[src/rtl/dma_reload_pkg.sv]
package dma_reload_pkg;

   localparam int DATA_W = 32;

   // register selects
   localparam logic [2:0] SEL_SRC  = 3'd0;
   localparam logic [2:0] SEL_DST  = 3'd1;
   localparam logic [2:0] SEL_CNT  = 3'd2;
   localparam logic [2:0] SEL_RLD  = 3'd3;
   localparam logic [2:0] SEL_CTRL = 3'd4;

   typedef enum logic [1:0] {
      STEP_HOLD = 2'b00,
      STEP_UP   = 2'b01,
      STEP_DOWN = 2'b10,
      STEP_RSVD = 2'b11
   } step_mode_e;

   typedef struct packed {
      logic [2:0] repeat_sel;
      step_mode_e dst_mode;
      step_mode_e src_mode;
      logic [2:0] size;
   } chan_ctrl_t;

   localparam logic [2:0] REPEAT_RELOAD_SRC = 3'b111;

   function automatic chan_ctrl_t decode_ctrl(input logic [DATA_W-1:0] d);
      chan_ctrl_t c;
      c.repeat_sel = d[27:25];
      c.dst_mode   = step_mode_e'(d[15:14]);
      c.src_mode   = step_mode_e'(d[13:12]);
      c.size       = {d[20], d[4:3]};
      return c;
   endfunction

   // byte step for a size code; reserved codes step by one
   function automatic logic [4:0] size_bytes(input logic [2:0] code);
      logic [4:0] b;
      if (code <= 3'd4) b = 5'd1 << code;
      else              b = 5'd1;
      return b;
   endfunction

endpackage

[src/rtl/dma_addr_step.sv]
module dma_addr_step
   import dma_reload_pkg::*;
#(
   parameter int ADDR_W = 32
) (
   input  logic [ADDR_W-1:0] cur,
   input  step_mode_e        mode,
   input  logic [4:0]        step,
   output logic [ADDR_W-1:0] nxt
);

   logic [ADDR_W-1:0] step_ext;
   assign step_ext = ADDR_W'(step);

   always_comb begin
      unique case (mode)
         STEP_UP:   nxt = cur + step_ext;
         STEP_DOWN: nxt = cur - step_ext;
         default:   nxt = cur;
      endcase
   end

endmodule

[src/rtl/dma_reload_ctr.sv]
module dma_reload_ctr #(
   parameter int RLD_W = 8
) (
   input  logic             clk,
   input  logic             rst,
   input  logic             load,
   input  logic [RLD_W-1:0] load_interval,
   input  logic [RLD_W-1:0] load_work,
   input  logic             advance,
   output logic             hit,
   output logic [RLD_W-1:0] work
);

   logic [RLD_W-1:0] interval_q;

   assign hit = (work <= RLD_W'(1));

   always_ff @(posedge clk) begin
      if (rst) begin
         interval_q <= '0;
         work       <= '0;
      end else if (load) begin
         interval_q <= load_interval;
         work       <= load_work;
      end else if (advance) begin
         if (hit) work <= interval_q;
         else     work <= work - RLD_W'(1);
      end
   end

endmodule

[src/rtl/dma_reload_seq.sv]
module dma_reload_seq
   import dma_reload_pkg::*;
#(
   parameter int ADDR_W = 32,
   parameter int CNT_W  = 24
) (
   input  logic              clk,
   input  logic              rst,
   input  logic              wr_en,
   input  logic [2:0]        wr_sel,
   input  logic [31:0]       wr_data,
   input  logic              req,
   output logic              ack,
   output logic [ADDR_W-1:0] src_addr,
   output logic [ADDR_W-1:0] dst_addr,
   output logic [2:0]        size_code,
   output logic              done
);

   localparam int RLD_W  = 8;
   localparam int N_ADDR = 2;   // 0 = source, 1 = destination

   if (ADDR_W < 8 || ADDR_W > DATA_W) begin : g_bad_addr_w
      $error("ADDR_W must lie in 8..32");
   end
   if (CNT_W < 1 || CNT_W > DATA_W) begin : g_bad_cnt_w
      $error("CNT_W must lie in 1..32");
   end

   logic              unused_wr;
   assign unused_wr = ^wr_data;

   chan_ctrl_t        ctrl_q;
   logic [CNT_W-1:0]  cnt_q;
   logic [ADDR_W-1:0] shadow_q;
   logic              done_q;
   logic              reload_mode;
   logic              rld_hit;
   logic [RLD_W-1:0]  rld_work;
   logic [4:0]        step_b;

   logic [ADDR_W-1:0] addr_q   [N_ADDR];
   logic [ADDR_W-1:0] addr_nxt [N_ADDR];
   step_mode_e        addr_mode[N_ADDR];
   logic [2:0]        addr_sel [N_ADDR];

   assign reload_mode = (ctrl_q.repeat_sel == REPEAT_RELOAD_SRC);
   assign step_b      = size_bytes(ctrl_q.size);
   assign ack         = req && !wr_en && !done_q && (cnt_q != '0);

   assign addr_mode[0] = ctrl_q.src_mode;
   assign addr_mode[1] = ctrl_q.dst_mode;
   assign addr_sel[0]  = SEL_SRC;
   assign addr_sel[1]  = SEL_DST;

   for (genvar ch = 0; ch < N_ADDR; ch++) begin : g_addr
      dma_addr_step #(.ADDR_W(ADDR_W)) u_step (
         .cur  (addr_q[ch]),
         .mode (addr_mode[ch]),
         .step (step_b),
         .nxt  (addr_nxt[ch])
      );

      if (ch == 0) begin : g_src
         always_ff @(posedge clk) begin
            if (rst) begin
               addr_q[ch] <= '0;
               shadow_q   <= '0;
            end else if (wr_en && wr_sel == addr_sel[ch]) begin
               addr_q[ch] <= wr_data[ADDR_W-1:0];
               shadow_q   <= wr_data[ADDR_W-1:0];
            end else if (ack) begin
               if (reload_mode && rld_hit) addr_q[ch] <= shadow_q;
               else                        addr_q[ch] <= addr_nxt[ch];
            end
         end
      end else begin : g_dst
         always_ff @(posedge clk) begin
            if (rst)                                 addr_q[ch] <= '0;
            else if (wr_en && wr_sel == addr_sel[ch]) addr_q[ch] <= wr_data[ADDR_W-1:0];
            else if (ack)                            addr_q[ch] <= addr_nxt[ch];
         end
      end
   end

   dma_reload_ctr #(.RLD_W(RLD_W)) u_rld (
      .clk           (clk),
      .rst           (rst),
      .load          (wr_en && wr_sel == SEL_RLD),
      .load_interval (wr_data[23:16]),
      .load_work     (wr_data[7:0]),
      .advance       (ack && reload_mode),
      .hit           (rld_hit),
      .work          (rld_work)
   );

   always_ff @(posedge clk) begin
      if (rst) begin
         ctrl_q <= '0;
      end else if (wr_en && wr_sel == SEL_CTRL) begin
         ctrl_q <= decode_ctrl(wr_data);
      end
   end

   always_ff @(posedge clk) begin
      if (rst) begin
         cnt_q  <= '0;
         done_q <= 1'b0;
      end else if (wr_en && wr_sel == SEL_CNT) begin
         cnt_q  <= wr_data[CNT_W-1:0];
         done_q <= 1'b0;
      end else if (ack) begin
         cnt_q <= cnt_q - CNT_W'(1);
         if (cnt_q == CNT_W'(1)) done_q <= 1'b1;
      end
   end

   assign src_addr  = addr_q[0];
   assign dst_addr  = addr_q[1];
   assign size_code = ctrl_q.size;
   assign done      = done_q;

endmodule

[config.mk]
export PLATFORM = sky130hd
export DESIGN_NAME = dma_reload_seq
export DESIGN_NICKNAME = d
export VERILOG_FILES = /design/src/rtl/dma_reload_pkg.sv /design/src/rtl/dma_addr_step.sv /design/src/rtl/dma_reload_ctr.sv /design/src/rtl/dma_reload_seq.sv
export SDC_FILE = /design/constraint.sdc
export NUM_CORES = 1
export LEC_CHECK = 0
export BUFFER_PORTS_ARGS = -buffer_cell sky130_fd_sc_hd__buf_2
export CORE_MARGIN = 1
export CORE_UTILIZATION = 60
export CTS_CLUSTER_DIAMETER = 200
export DETAILED_ROUTE_END_ITERATION = 10
export GPL_ROUTABILITY_DRIVEN = 0
export GPL_TIMING_DRIVEN = 0
export PLACE_DENSITY = 0.81
export SKIP_CTS_REPAIR_TIMING = 1
export SLEW_MARGIN = 30
export SYNTH_ARGS = -nofsm -noshare
export SYNTH_HDL_FRONTEND = slang
export SYNTH_SLANG_ARGS = --single-unit
[constraint.sdc]
create_clock -name clk -period 4.87 [get_ports clk]
set_clock_uncertainty 0.05 [all_clocks]
set_input_delay 0 -clock clk [delete_from_list [all_inputs] [get_ports clk]]
set_output_delay 0 -clock clk [all_outputs]
set_load 0.05 [all_outputs]
==> impl_summary.txt, run 1 <==
----------------------------------------------------
[Synth]
  Asr flop ratio synth ... 0
  Synthesis Warnings ... 0
  Post-synth top flop ... sky130_fd_sc_hd__dfxtp_1
  Post-synth cell types ... 73
  Most area-consuming cells after synthesis ... sky130_fd_sc_hd__edfxtp_1 (19%), sky130_fd_sc_hd__dfxtp_1 (17%), sky130_fd_sc_hd__ha_1 (9.2%)
  Cells after synthesis ... 1217
  Register bit total from synthesis ... 147
  Sequential element share of the synthesized area ... 0.361
  Syn Std Cell Area ... 9930 um2
  Synth Area per Inst ... 8.16 um2
  Synth area leader ... sky130_fd_sc_hd__edfxtp_1
  Fraction of synthesized cell area taken by the top area cell type ... 0.193
  Post-synthesis net count ... 1331
  Number of synthesized flops with an enable pin ... 64

[Timing]
  Final max-slew violation count ... 0
  Setup TNS ... 0 ps
  Worst relative slew slack ... 0.501
  Fmax ... 0.207 GHz
  Final setup fails ... 0
  Time the final worst path needs with I/O delays and setup ... 4830 ps
  Setup repair after global routing missed its margin ... true
  Final count of hold timing violations ... 0
  Transition at the pin with the smallest max-transition slack ... 742 ps
  Final critical-path share of the clock period ... 0.991

[Final layout]
  Final net count ... 1500
  Fraction of final layout cells sized beyond drive strength 1 ... 0.142
  Number of filler cells placed in the layout ... 1225
  Layout-stage area growth over the synthesis result ... 19.9%
  Final core area utilization ... 0.744

[GRT]
  Total routing resource utilization after global routing ... 0.367
  Vias in the first global route ... 9438
  Largest net degree at the start of global routing ... 28
  Aggregate global routing overflow ... 0
  Wire length of the first global-routing pass ... 47.5 mm
  Number of antenna violations at the first check in global routing ... 2

[Setup path]
  Classification of the worst setup path ... flip-flop to flip-flop
  Data required time of the worst path ... 5000 ps
  Endpoint kind of the worst setup timing path ... flip-flop
  CP arrival ... 4960 ps
  Highest fanout seen on the critical path ... 7
  Reg2Reg Depth ... 19
  Startpoint types ... flip-flop

[Drt]
  Routed WL per cell ... 19.3 um
  Antenna violation net count after detailed routing ... 0
  Number of detailed-routing iterations run before antenna repair ... 5
  Total wirelength of the detailed-routed design ... 31.3 mm
  Violation count after the first detailed-route iteration ... 975
  DR vias ... 10159
  Average via count per standard cell ... 6.27
  Number of design rule violations left after detail routing ... 0

[Power and ir drop]
  Cell leakage power ... 0.00497 uW
  Total internal power ... 2580 uW
  Fraction of power consumed by combinational cells ... 0.263
  Sequential cell fraction of total power ... 0.378
  Maximum ir drop on the vdd rail ... 0.290 mV
  P_sw ... 1260 uW
  Switch share ... 0.328
  Portion of total power attributed to the clock network ... 0.359
  Total power divided by cell area ... 323 nW/um2

[Die]
  Horizontal extent of the die ... 131 um
  Core Rows ... 46
  Total I/O pin count ... 108
  Core area ... 16000 um2
  Initial core utilization ... 0.621
  Die Height ... 131 um
  Die outline area ... 17100 um2

[Worst hold path]
  Worst min path class ... input port to flip-flop
  Worst hold path depth ... 5

[CTS]
  Clock tree from TritonCTS ... built
  Buffer depth of the longest clock path ... 2
  Number of buffers created by CTS ... 17
  CTS sink cnt ... 147
  Cell at the root of the clock tree ... sky130_fd_sc_hd__clkbuf_16
  Source-to-sink clock delay at the later pin of the worst-skew pair ... 430 ps
  Number of H-tree levels ... 4
  Clock transition at the register clock pins on the worst setup and hold paths after CTS ... 60 ps

[Outcome]
  Outcome ... finished, final reports clean

[Job]
  Number of max-cap violations ... 0

[Place]
  Total half-perimeter wirelength after legalization and detailed placement ... 21.8 mm
  Input/output buffers ... 106

----------------------------------------------------
## worst paths after layout
kind / end / slack [ps] / start
worst max-delay path: addr_q[0][30]$_DFFE_PP_ / 40 / size_code[1]$_SDFFE_PP0P_
worst min-delay path: done$_SDFFE_PP0P_ / 80 / req
worst max register to register: addr_q[0][30]$_DFFE_PP_ / 40 / size_code[1]$_SDFFE_PP0P_
worst min register to register: shadow_q[0]$_SDFFE_PP0P_ / 400 / shadow_q[0]$_SDFFE_PP0P_
## flip-flops by register name (all words and copies together) (netlist names)
| signal | cells |
|---|---|
| shadow_q | 32 |
| size_code | 3 |
| cnt_q | 24 |
| addr_mode | 4 |
| u_rld.work | 8 |
| addr_q | 64 |
| done | 1 |
| u_rld.interval_q | 8 |
| ctrl_q | 3 |
## layer usage
layer	GRT usage	vias to the layer above	wire (um)
li1	-	4742	-
met1	0.464	4709	12200
met2	0.585	584	14300
met3	0.0656	124	3130
met4	0.224	0	1700
met5	0	-	0
## cells by family after synthesis
group                      after synthesis  share of synthesized area
muxes                                    5                    0.00504
xor gates and xnor gates                66                     0.0582
buffers and inverters                   89                     0.0385
DFF                                    147                      0.361
AOI/OAI and AO/OA                      398                      0.247
adders and majority gates               75                     0.0960
and+or+nand+nor                        437                      0.195
## synth_stat cells (all sizes together) (5+ instances only)
master and n:
nor2 133, xor2 23, mux2i 5, edfxtp 64, a211oi 19, a32oi 7, dfxtp 83, a311oi 5
nor2b 10, a22oi 7, a21o 30, a21oi 163, o21a 5, o211ai 11, nand3 21, inv 33
clkbuf 43, buf 13, a31oi 7, and3 9, o31ai 5, ha 73, xnor2 43, nor3 17
nand2 192, or3 11, o21bai 6, or2 6, nor4 7, o21ai 93, nand4 8, nand2b 7
and2 7
## cells in the final DEF, fill, tap and decap left out, drive strengths merged, types with 5 or more instances in the layout
cell / Yosys / layout
and3: 9 / 9
nand2: 192 / 192
mux2i: 5 / 5
a22oi: 7 / 7
buf: 13 / 131
nor4: 7 / 7
a32oi: 7 / 7
xor2: 23 / 23
a21oi: 163 / 163
or3: 11 / 11
dfxtp: 83 / 83
a211oi: 19 / 19
a21o: 30 / 30
nand2b: 7 / 7
nor3: 17 / 17
edfxtp: 64 / 64
xnor2: 43 / 43
o211ai: 11 / 11
nand4: 8 / 8
o21bai: 6 / 6
a31oi: 7 / 7
nand3: 21 / 21
dlygate4sd3: 0 / 32
o31ai: 5 / 5
a311oi: 5 / 5
inv: 33 / 35
nor2: 133 / 133
ha: 73 / 73
or2: 6 / 6
and2: 7 / 7
o21ai: 93 / 93
clkinv: 0 / 5
clkbuf: 43 / 65
nor2b: 10 / 10
o21a: 5 / 5
## power groups by stage
stage	registers [uW]	logic, uW	clock network, uW
3_5_place_dp	1470	941	0
2_1_floorplan	1610	564	0
6_report	1450	1010	1380
3_3_place_gp	1470	915	0
5_1_grt	1460	1090	1420
4_1_cts	1450	954	1380
## per-stage QoR
step	cell area (um2)	setup slack (ps)	cells	hold WS, ps	total power, uW
global route	11900	-133	1616	100	3970
CTS	11400	-316	1573	-203	3780
finish	11900	43.5	1619	77.4	3840
global placement	10700	-480	1539	238	2390
floorplan	9930	379	1217	86.0	2170
detailed placement	10800	-290	1541	243	2420
## layout make-up
class	instances	area [um2]	area share
antenna	4	10.0	0.000840
buffer	56	259	0.0217
clock buffer	22	484	0.0407
clock inverter	10	126	0.0106
inverter	33	124	0.0104
multi-input combinational	981	6080	0.510
sequential	147	3590	0.302
tap	216	270	0.0227
timing repair buffer	150	968	0.0813
## worst max-delay path: stages, from the launching register on
cell                       delay, ps
sky130_fd_sc_hd__dfxtp_4         380
sky130_fd_sc_hd__or2_4           270
sky130_fd_sc_hd__ha_4            180
sky130_fd_sc_hd__nor4b_4         300
sky130_fd_sc_hd__inv_1            90
sky130_fd_sc_hd__ha_2            180
sky130_fd_sc_hd__buf_4           130
sky130_fd_sc_hd__nor2_1          120
sky130_fd_sc_hd__xnor2_1         160
sky130_fd_sc_hd__ha_1            320
sky130_fd_sc_hd__a21oi_2         220
sky130_fd_sc_hd__o211a_4         220
sky130_fd_sc_hd__o31ai_4          70
sky130_fd_sc_hd__o41a_1          480
sky130_fd_sc_hd__o41a_1          450
sky130_fd_sc_hd__a311oi_2        310
sky130_fd_sc_hd__o21ai_1         140
sky130_fd_sc_hd__xnor2_1         210
sky130_fd_sc_hd__a21oi_1         100
sky130_fd_sc_hd__a22o_1          190
Note: power is estimated with default switching activity, not from simulation.
==> run 2, diff against run 1 <==
CORE_UTILIZATION = 40   (was 60)
CTS_CLUSTER_SIZE = 10   (was unset)
PLACE_DENSITY = unset   (was 0.81)
==> run 2 against run 1 <==
Maximum frequency down 2.7%. Cell area increased by 1.2%. Critical endpoint unchanged. Via count shrank 4.1%. Total power grew 1.2%. Cell count up 6.4%. First-iteration DRC count down 13%. Utilization shrank 25 points. Global-route usage down 11 points. Sequential cell count unchanged. The run now ends with negative setup slack left. Clock power increased by 4%. Sequential power is essentially flat.
==> impl_summary.txt, run 2 (synthesis gave the netlist of run 1 again) <==
----------------------------------------------------
[Outcome]
  Outcome ... finished with violations
  Failing checks ... negative setup slack

[CTS]
  Clock transition at the register clock pins on the worst setup and hold paths after CTS ... 60 ps (about the same)
  Clock tree from TritonCTS ... built
  Number of buffers created by CTS ... 17 (unchanged)
  CTS sink cnt ... 147 (unchanged)
  Number of H-tree levels ... 4 (unchanged)
  Source-to-sink clock delay at the later pin of the worst-skew pair ... 430 ps (about the same)
  Buffer depth of the longest clock path ... 2 (unchanged)
  Cell at the root of the clock tree ... sky130_fd_sc_hd__clkbuf_16

[Timing]
  Transition at the pin with the smallest max-transition slack ... 691 ps (-51.0 ps)
  Final critical-path setup slack ... -90.2 ps (-134 ps)
  Worst relative slew slack ... 0.540 (+0.0385)
  Final count of hold timing violations ... 0 (unchanged)
  Fmax ... 0.202 GHz (-2.7%)
  Final critical-path share of the clock period ... 1.02 (+0.0274)
  Final setup fails ... 1 (+1)
  Final max-slew violation count ... 0 (unchanged)
  Time the final worst path needs with I/O delays and setup ... 4960 ps (+134 ps)
  Setup TNS ... -90.2 ps (-90.2 ps)
  Setup repair after global routing missed its margin ... true

[GRT]
  Global route hottest layer ... met2
  Largest net degree at the start of global routing ... 28 (unchanged)
  Aggregate global routing overflow ... 0 (unchanged)
  Wire length of the first global-routing pass ... 50.1 mm (+5.5%)
  Number of antenna violations at the first check in global routing ... 0 (-2)
  Vias in the first global route ... 8960 (-5.1%)
  Global routing usage on met1 ... 0.354 (-0.109)
  Met2 layer usage reported by global route ... 0.408 (-0.177)
  GR met3 Demand/Resource ... 0.0268 (-0.0387)
  Total routing resource utilization after global routing ... 0.254 (-0.113)

[Setup path]
  Worst setup path startpoint ... size_code[1]$_SDFFE_PP0P_
  Data required time of the worst path ... 5000 ps (about the same)
  CP arrival ... 5090 ps (+130 ps)
  Highest fanout seen on the critical path ... 5 (-2)
  Endpoint kind of the worst setup timing path ... flip-flop
  Start of the worst register-to-register path ... size_code[1]$_SDFFE_PP0P_
  Classification of the worst setup path ... flip-flop to flip-flop
  Startpoint types ... flip-flop

[Drt]
  Number of design rule violations left after detail routing ... 0 (unchanged)
  DR vias ... 9742 (-4.1%)
  Routed WL per cell ... 19.0 um (-1.9%)
  Total wirelength of the detailed-routed design ... 32.7 mm (+4.4%)
  Average via count per standard cell ... 5.65 (-9.9%)
  Antenna violation net count after detailed routing ... 0 (unchanged)
  Violation count after the first detailed-route iteration ... 848 (-13%)
  Number of detailed-routing iterations run before antenna repair ... 5 (unchanged)

[Final layout]
  Regs by FF count ... addr_q x64, shadow_q x32, cnt_q x24
  Most common cell after layout, fill and taps aside ... sky130_fd_sc_hd__nand2_1
  Most frequent cells in the layout ... sky130_fd_sc_hd__nand2_1 (192), sky130_fd_sc_hd__a21oi_1 (160), sky130_fd_sc_hd__nor2_1 (132)
  Post-route standard cell area excluding fillers ... 12100 um2 (+1.2%)
  Largest register FFs ... 64 (unchanged)
  Diodes inserted ... 0 (-4)
  Fraction of final layout cells sized beyond drive strength 1 ... 0.139 (-0.00286)
  Final net count ... 1500 (unchanged)
  Register bank with the most flops ... addr_q
  Multi-input combinational cell area ... 6060 um2 (-0.21%)
  Number of filler cells placed in the layout ... 2386 (+95%)
  Combined flip-flop and latch cell area ... 3590 um2 (unchanged)
  Final core area utilization ... 0.496 (-0.249)
  Layout-stage area growth over the synthesis result ... 21.4%

[Place]
  Area after detailed placement ... 10900 um2 (+1.4%)
  Input/output buffers ... 106 (unchanged)
  Total half-perimeter wirelength after legalization and detailed placement ... 23.8 mm (+9.3%)

[Die]
  Initial core utilization ... 0.408 (-0.212)
  Core area ... 24300 um2 (+52%)
  Die outline area ... 25500 um2 (+49%)
  Total I/O pin count ... 108 (unchanged)
  Horizontal extent of the die ... 160 um (+22%)
  Die Height ... 160 um (+22%)
  Core Rows ... 57 (+24%)

[Worst hold path]
  Worst hold start ... wr_sel[1]
  Worst min path class ... input port to flip-flop

[Power and ir drop]
  Cell leakage power ... 0.00499 uW (+0.36%)
  Total internal power ... 2630 uW (+1.7%)
  Sequential cell fraction of total power ... 0.374 (-0.004)
  P_sw ... 1260 uW (+0.26%)
  Fraction of power consumed by combinational cells ... 0.257 (-0.006)
  Switch share ... 0.324 (-0.00317)
  Overall Power ... 3890 uW (+1.2%)
  Maximum ir drop on the vdd rail ... 0.214 mV (-26%)
  Total power divided by cell area ... 323 nW/um2 (about the same)
  Portion of total power attributed to the clock network ... 0.369 (+0.010)

[Job]
  Number of max-cap violations ... 0 (unchanged)

----------------------------------------------------
==> run 2: changes by cell type in the layout (fill, tap and decap cells not counted), moves of 2 or more <==
cell,previous run,this run
sky130_fd_sc_hd__diode_2,4,0
sky130_fd_sc_hd__clkbuf_8,4,1
sky130_fd_sc_hd__a21oi_2,1,3
sky130_fd_sc_hd__clkbuf_1,44,46
==> run 2: worst paths after layout <==
kind                           endpoint  slack (ps)  cells past startpoint
min          u_rld.work[3]$_SDFFE_PP0P_          90                      4
max reg2reg     addr_q[0][30]$_DFFE_PP_         -90                     19
max             addr_q[0][30]$_DFFE_PP_         -90                     19
min reg2reg    shadow_q[0]$_SDFFE_PP0P_         400                      2
==> run 2: final cells by class <==
class,count,share of cell area
multi-input combinational,981,0.503
sequential,147,0.298
timing repair buffer,150,0.0814
clock buffer,22,0.0394
tap,324,0.0336
buffer,56,0.0215
clock inverter,10,0.0128
inverter,33,0.0103
==> run 2: layer usage <==
metal | share of wire | vias up
met3 | 0.059 | 49
met5 | 0 | -
met4 | 0.024 | 0
li1 | - | 4736
met1 | 0.46 | 4652
met2 | 0.46 | 305
==> run 2: power groups by stage <==
| stage | logic (uW) | registers [uW] | clock network (uW) |
|---|---|---|---|
| 6_report | 1000 | 1450 | 1440 |
| 2_1_floorplan | 564 | 1610 | 0 |
| 3_5_place_dp | 956 | 1480 | 0 |
| 3_3_place_gp | 939 | 1480 | 0 |
| 5_1_grt | 1090 | 1460 | 1500 |
| 4_1_cts | 961 | 1450 | 1450 |
==> run 2: critical path: stages, from the launching register on <==
cell,delay (ps)
sky130_fd_sc_hd__dfxtp_4,360
sky130_fd_sc_hd__or2_4,260
sky130_fd_sc_hd__ha_4,180
sky130_fd_sc_hd__nor4b_4,320
sky130_fd_sc_hd__inv_1,130
sky130_fd_sc_hd__ha_4,190
sky130_fd_sc_hd__a21boi_4,140
sky130_fd_sc_hd__nor2_4,120
sky130_fd_sc_hd__xnor2_2,100
sky130_fd_sc_hd__ha_1,350
sky130_fd_sc_hd__a21oi_2,210
sky130_fd_sc_hd__o211a_1,240
sky130_fd_sc_hd__o31ai_2,90
sky130_fd_sc_hd__o41a_1,500
sky130_fd_sc_hd__o41a_1,490
sky130_fd_sc_hd__a311oi_2,330
sky130_fd_sc_hd__o21ai_1,140
sky130_fd_sc_hd__xnor2_1,230
sky130_fd_sc_hd__a21oi_1,100
sky130_fd_sc_hd__a22o_1,200
==> run 2: stage by stage <==
stage / hold WS (ps) / cells / setup slack (ps)
3_5_place_dp: 247 / 1649 / -354
2_1_floorplan: 86.0 / 1217 / 379
6_report: 85.9 / 1723 / -90.2
5_1_grt: 114 / 1723 / -214
4_1_cts: -199 / 1681 / -377
3_3_place_gp: 244 / 1647 / -854
==> run 3, diff against run 2 <==
==> constraint.sdc (replaced) <==
create_clock -name clk -period 4.87 [get_ports clk]
set_clock_uncertainty 0.05 [all_clocks]
set_input_delay 0.974 -clock clk [delete_from_list [all_inputs] [get_ports clk]]
set_output_delay 0.974 -clock clk [all_outputs]
set_load 0.05 [all_outputs]
==> run 3 against run 2 <==
Critical path type unchanged. Register-to-register slack about the same. Sequential share of layout area up 0.81 points. Largest power group unchanged. Critical endpoint unchanged. The flow still finishes with violations (negative setup slack). Largest cell class unchanged. Non-clock buffer count down 32. Sequential cell count unchanged. Via count down 1.1%.
==> impl_summary.txt, run 3 (synthesis gave the netlist of run 1 again) <==
----------------------------------------------------
[Outcome]
  Outcome ... finished with violations
  Failing checks ... negative setup slack

[Final layout]
  Fin cells ... 1691 (-1.9%)
  Regs by FF count ... addr_q x64, shadow_q x32, cnt_q x24
  Register bank with the most flops ... addr_q
  Largest register FFs ... 64 (unchanged)
  Final net count ... 1468 (-2.1%)
  Diodes inserted ... 0 (unchanged)
  Fraction of final layout cells sized beyond drive strength 1 ... 0.143 (+0.00326)
  Most frequent cells in the layout ... sky130_fd_sc_hd__nand2_1 (192), sky130_fd_sc_hd__a21oi_1 (160), sky130_fd_sc_hd__nor2_1 (132)
  Layout-stage area growth over the synthesis result ... 18.1%
  Final core area utilization ... 0.482 (-0.0132)
  Most common cell after layout, fill and taps aside ... sky130_fd_sc_hd__nand2_1

[Drt]
  Number of detailed-routing iterations run before antenna repair ... 5 (unchanged)
  Wire length on met2 ... 14.8 mm (-1.8%)
  Violation count after the first detailed-route iteration ... 840 (-0.94%)
  Highest routed metal layer ... met4
  Average via count per standard cell ... 5.70 (+0.76%)
  Number of design rule violations left after detail routing ... 0 (unchanged)
  Total wirelength of the detailed-routed design ... 32.5 mm (-0.81%)
  Routed WL per cell ... 19.2 um (+1.1%)
  Routed met1 length ... 14.9 mm (-0.28%)
  Antenna violation net count after detailed routing ... 0 (unchanged)
  DR vias ... 9634 (-1.1%)
  Sum of met3 wire segment lengths after detailed routing ... 1.92 mm (-0.73%)

[Die]
  Die outline area ... 25500 um2 (unchanged)
  Die Height ... 160 um (unchanged)
  Total I/O pin count ... 108 (unchanged)
  Initial core utilization ... 0.408 (unchanged)
  Core area ... 24300 um2 (unchanged)
  Core Rows ... 57 (unchanged)
  Horizontal extent of the die ... 160 um (unchanged)

[Place]
  Total half-perimeter wirelength after legalization and detailed placement ... 23.8 mm (unchanged)
  Placed Instances ... 1649 (unchanged)
  Input/output buffers ... 106 (unchanged)

[Timing]
  Transition at the pin with the smallest max-transition slack ... 686 ps (-4.51 ps)
  Worst relative slew slack ... 0.543 (+0.00301)
  Final max-slew violation count ... 0 (unchanged)
  Time the final worst path needs with I/O delays and setup ... 4960 ps (+0.366 ps)
  Fmax ... 0.202 GHz (about the same)
  Final critical-path share of the clock period ... 1.02 (about the same)
  Final critical-path setup slack ... -90.5 ps (-0.366 ps)
  Final setup fails ... 1 (unchanged)
  Final count of hold timing violations ... 0 (unchanged)
  Setup repair after global routing missed its margin ... true

[CTS]
  Source-to-sink clock delay at the later pin of the worst-skew pair ... 430 ps (about the same)
  CTS sink cnt ... 147 (unchanged)
  Buffer depth of the longest clock path ... 2 (unchanged)
  Number of buffers created by CTS ... 17 (unchanged)
  Clock tree from TritonCTS ... built
  Cell at the root of the clock tree ... sky130_fd_sc_hd__clkbuf_16
  Number of H-tree levels ... 4 (unchanged)
  Clock transition at the register clock pins on the worst setup and hold paths after CTS ... 70 ps (about the same)

[GRT]
  Total routing resource utilization after global routing ... 0.254 (unchanged)
  Largest net degree at the start of global routing ... 28 (unchanged)
  Aggregate global routing overflow ... 0 (unchanged)
  Wire length of the first global-routing pass ... 50.1 mm (unchanged)
  Number of antenna violations at the first check in global routing ... 0 (unchanged)
  Vias in the first global route ... 8960 (unchanged)

[Setup path]
  Classification of the worst setup path ... flip-flop to flip-flop
  CP arrival ... 5100 ps (about the same)
  Endpoint kind of the worst setup timing path ... flip-flop
  Startpoint types ... flip-flop
  Highest fanout seen on the critical path ... 5 (unchanged)
  Data required time of the worst path ... 5010 ps (about the same)

[Job]
  Number of max-cap violations ... 0 (unchanged)

[Power and ir drop]
  Overall Power ... 3870 uW (-0.39%)
  Total power divided by cell area ... 330 nW/um2 (+2.3%)
  Maximum ir drop on the vdd rail ... 0.215 mV (+0.54%)
  Cell leakage power ... 0.00485 uW (-2.7%)

[Worst hold path]
  Worst min path class ... flip-flop to flip-flop

----------------------------------------------------
[run 3: per-stage QoR]
step           hold slack, ps  instance area (um2)  setup slack (ps)  TNS, ps
2_1_floorplan             383                 9930               379        0
3_3_place_gp              392                10900             -1060   -34070
3_5_place_dp              396                10900              -354     -771
4_1_cts                   405                11600              -377     -883
5_1_grt                   423                11700              -214     -243
6_report                  406                11700             -90.5    -90.5
[run 3: worst max-delay path, stage by stage, from the launching register on]
cell                       delay (ps)
sky130_fd_sc_hd__dfxtp_4          360
sky130_fd_sc_hd__or2_4            260
sky130_fd_sc_hd__ha_4             180
sky130_fd_sc_hd__nor4b_4          320
sky130_fd_sc_hd__inv_1            130
sky130_fd_sc_hd__ha_4             190
sky130_fd_sc_hd__a21boi_4         140
sky130_fd_sc_hd__nor2_4           120
sky130_fd_sc_hd__xnor2_2          100
sky130_fd_sc_hd__ha_1             350
sky130_fd_sc_hd__a21oi_2          210
sky130_fd_sc_hd__o211a_1          240
sky130_fd_sc_hd__o31ai_2           90
sky130_fd_sc_hd__o41a_1           500
sky130_fd_sc_hd__o41a_1           490
sky130_fd_sc_hd__a311oi_2         330
sky130_fd_sc_hd__o21ai_1          140
sky130_fd_sc_hd__xnor2_1          230
sky130_fd_sc_hd__a21oi_1          100
sky130_fd_sc_hd__a22o_1           200
[run 3: path summary, 6_finish.rpt]
path                             startpoint  slack (ps)                       to  depth (start not counted)
setup / recovery  size_code[1]$_SDFFE_PP0P_         -90  addr_q[0][30]$_DFFE_PP_                         19
hold / removal       ctrl_q[8]$_SDFFE_PP0P_         410   ctrl_q[8]$_SDFFE_PP0P_                          2
setup reg to reg  size_code[1]$_SDFFE_PP0P_         -90  addr_q[0][30]$_DFFE_PP_                         19
hold reg to reg      ctrl_q[8]$_SDFFE_PP0P_         410   ctrl_q[8]$_SDFFE_PP0P_                          2
[run 3: layout make-up]
class,count,area [um2]
Clock inverter,10,154
Tap cell,324,405
Timing Repair Buffer,118,661
Inverter,33,124
Sequential cell,147,3590
Clock buffer,22,475
Buffer,56,259
Fill cell,2415,12600
Multi-Input combinational cell,981,6060
[run 3: per-layer routing]
layer  vias up  global-route usage
li1       4680                   -
met1      4578               0.354
met2       328               0.408
met3        48              0.0268
met4         0              0.0887
met5         -                   0
[run 3: power breakdown]
part	switching (uW)	internal, uW	leakage (uW)	total, uW
Clock	541	900	0.000311	1440
Sequential	72.5	1380	0.00134	1450
Combinational	650	330	0.00320	980
Total	1260	2610	0.00485	3870
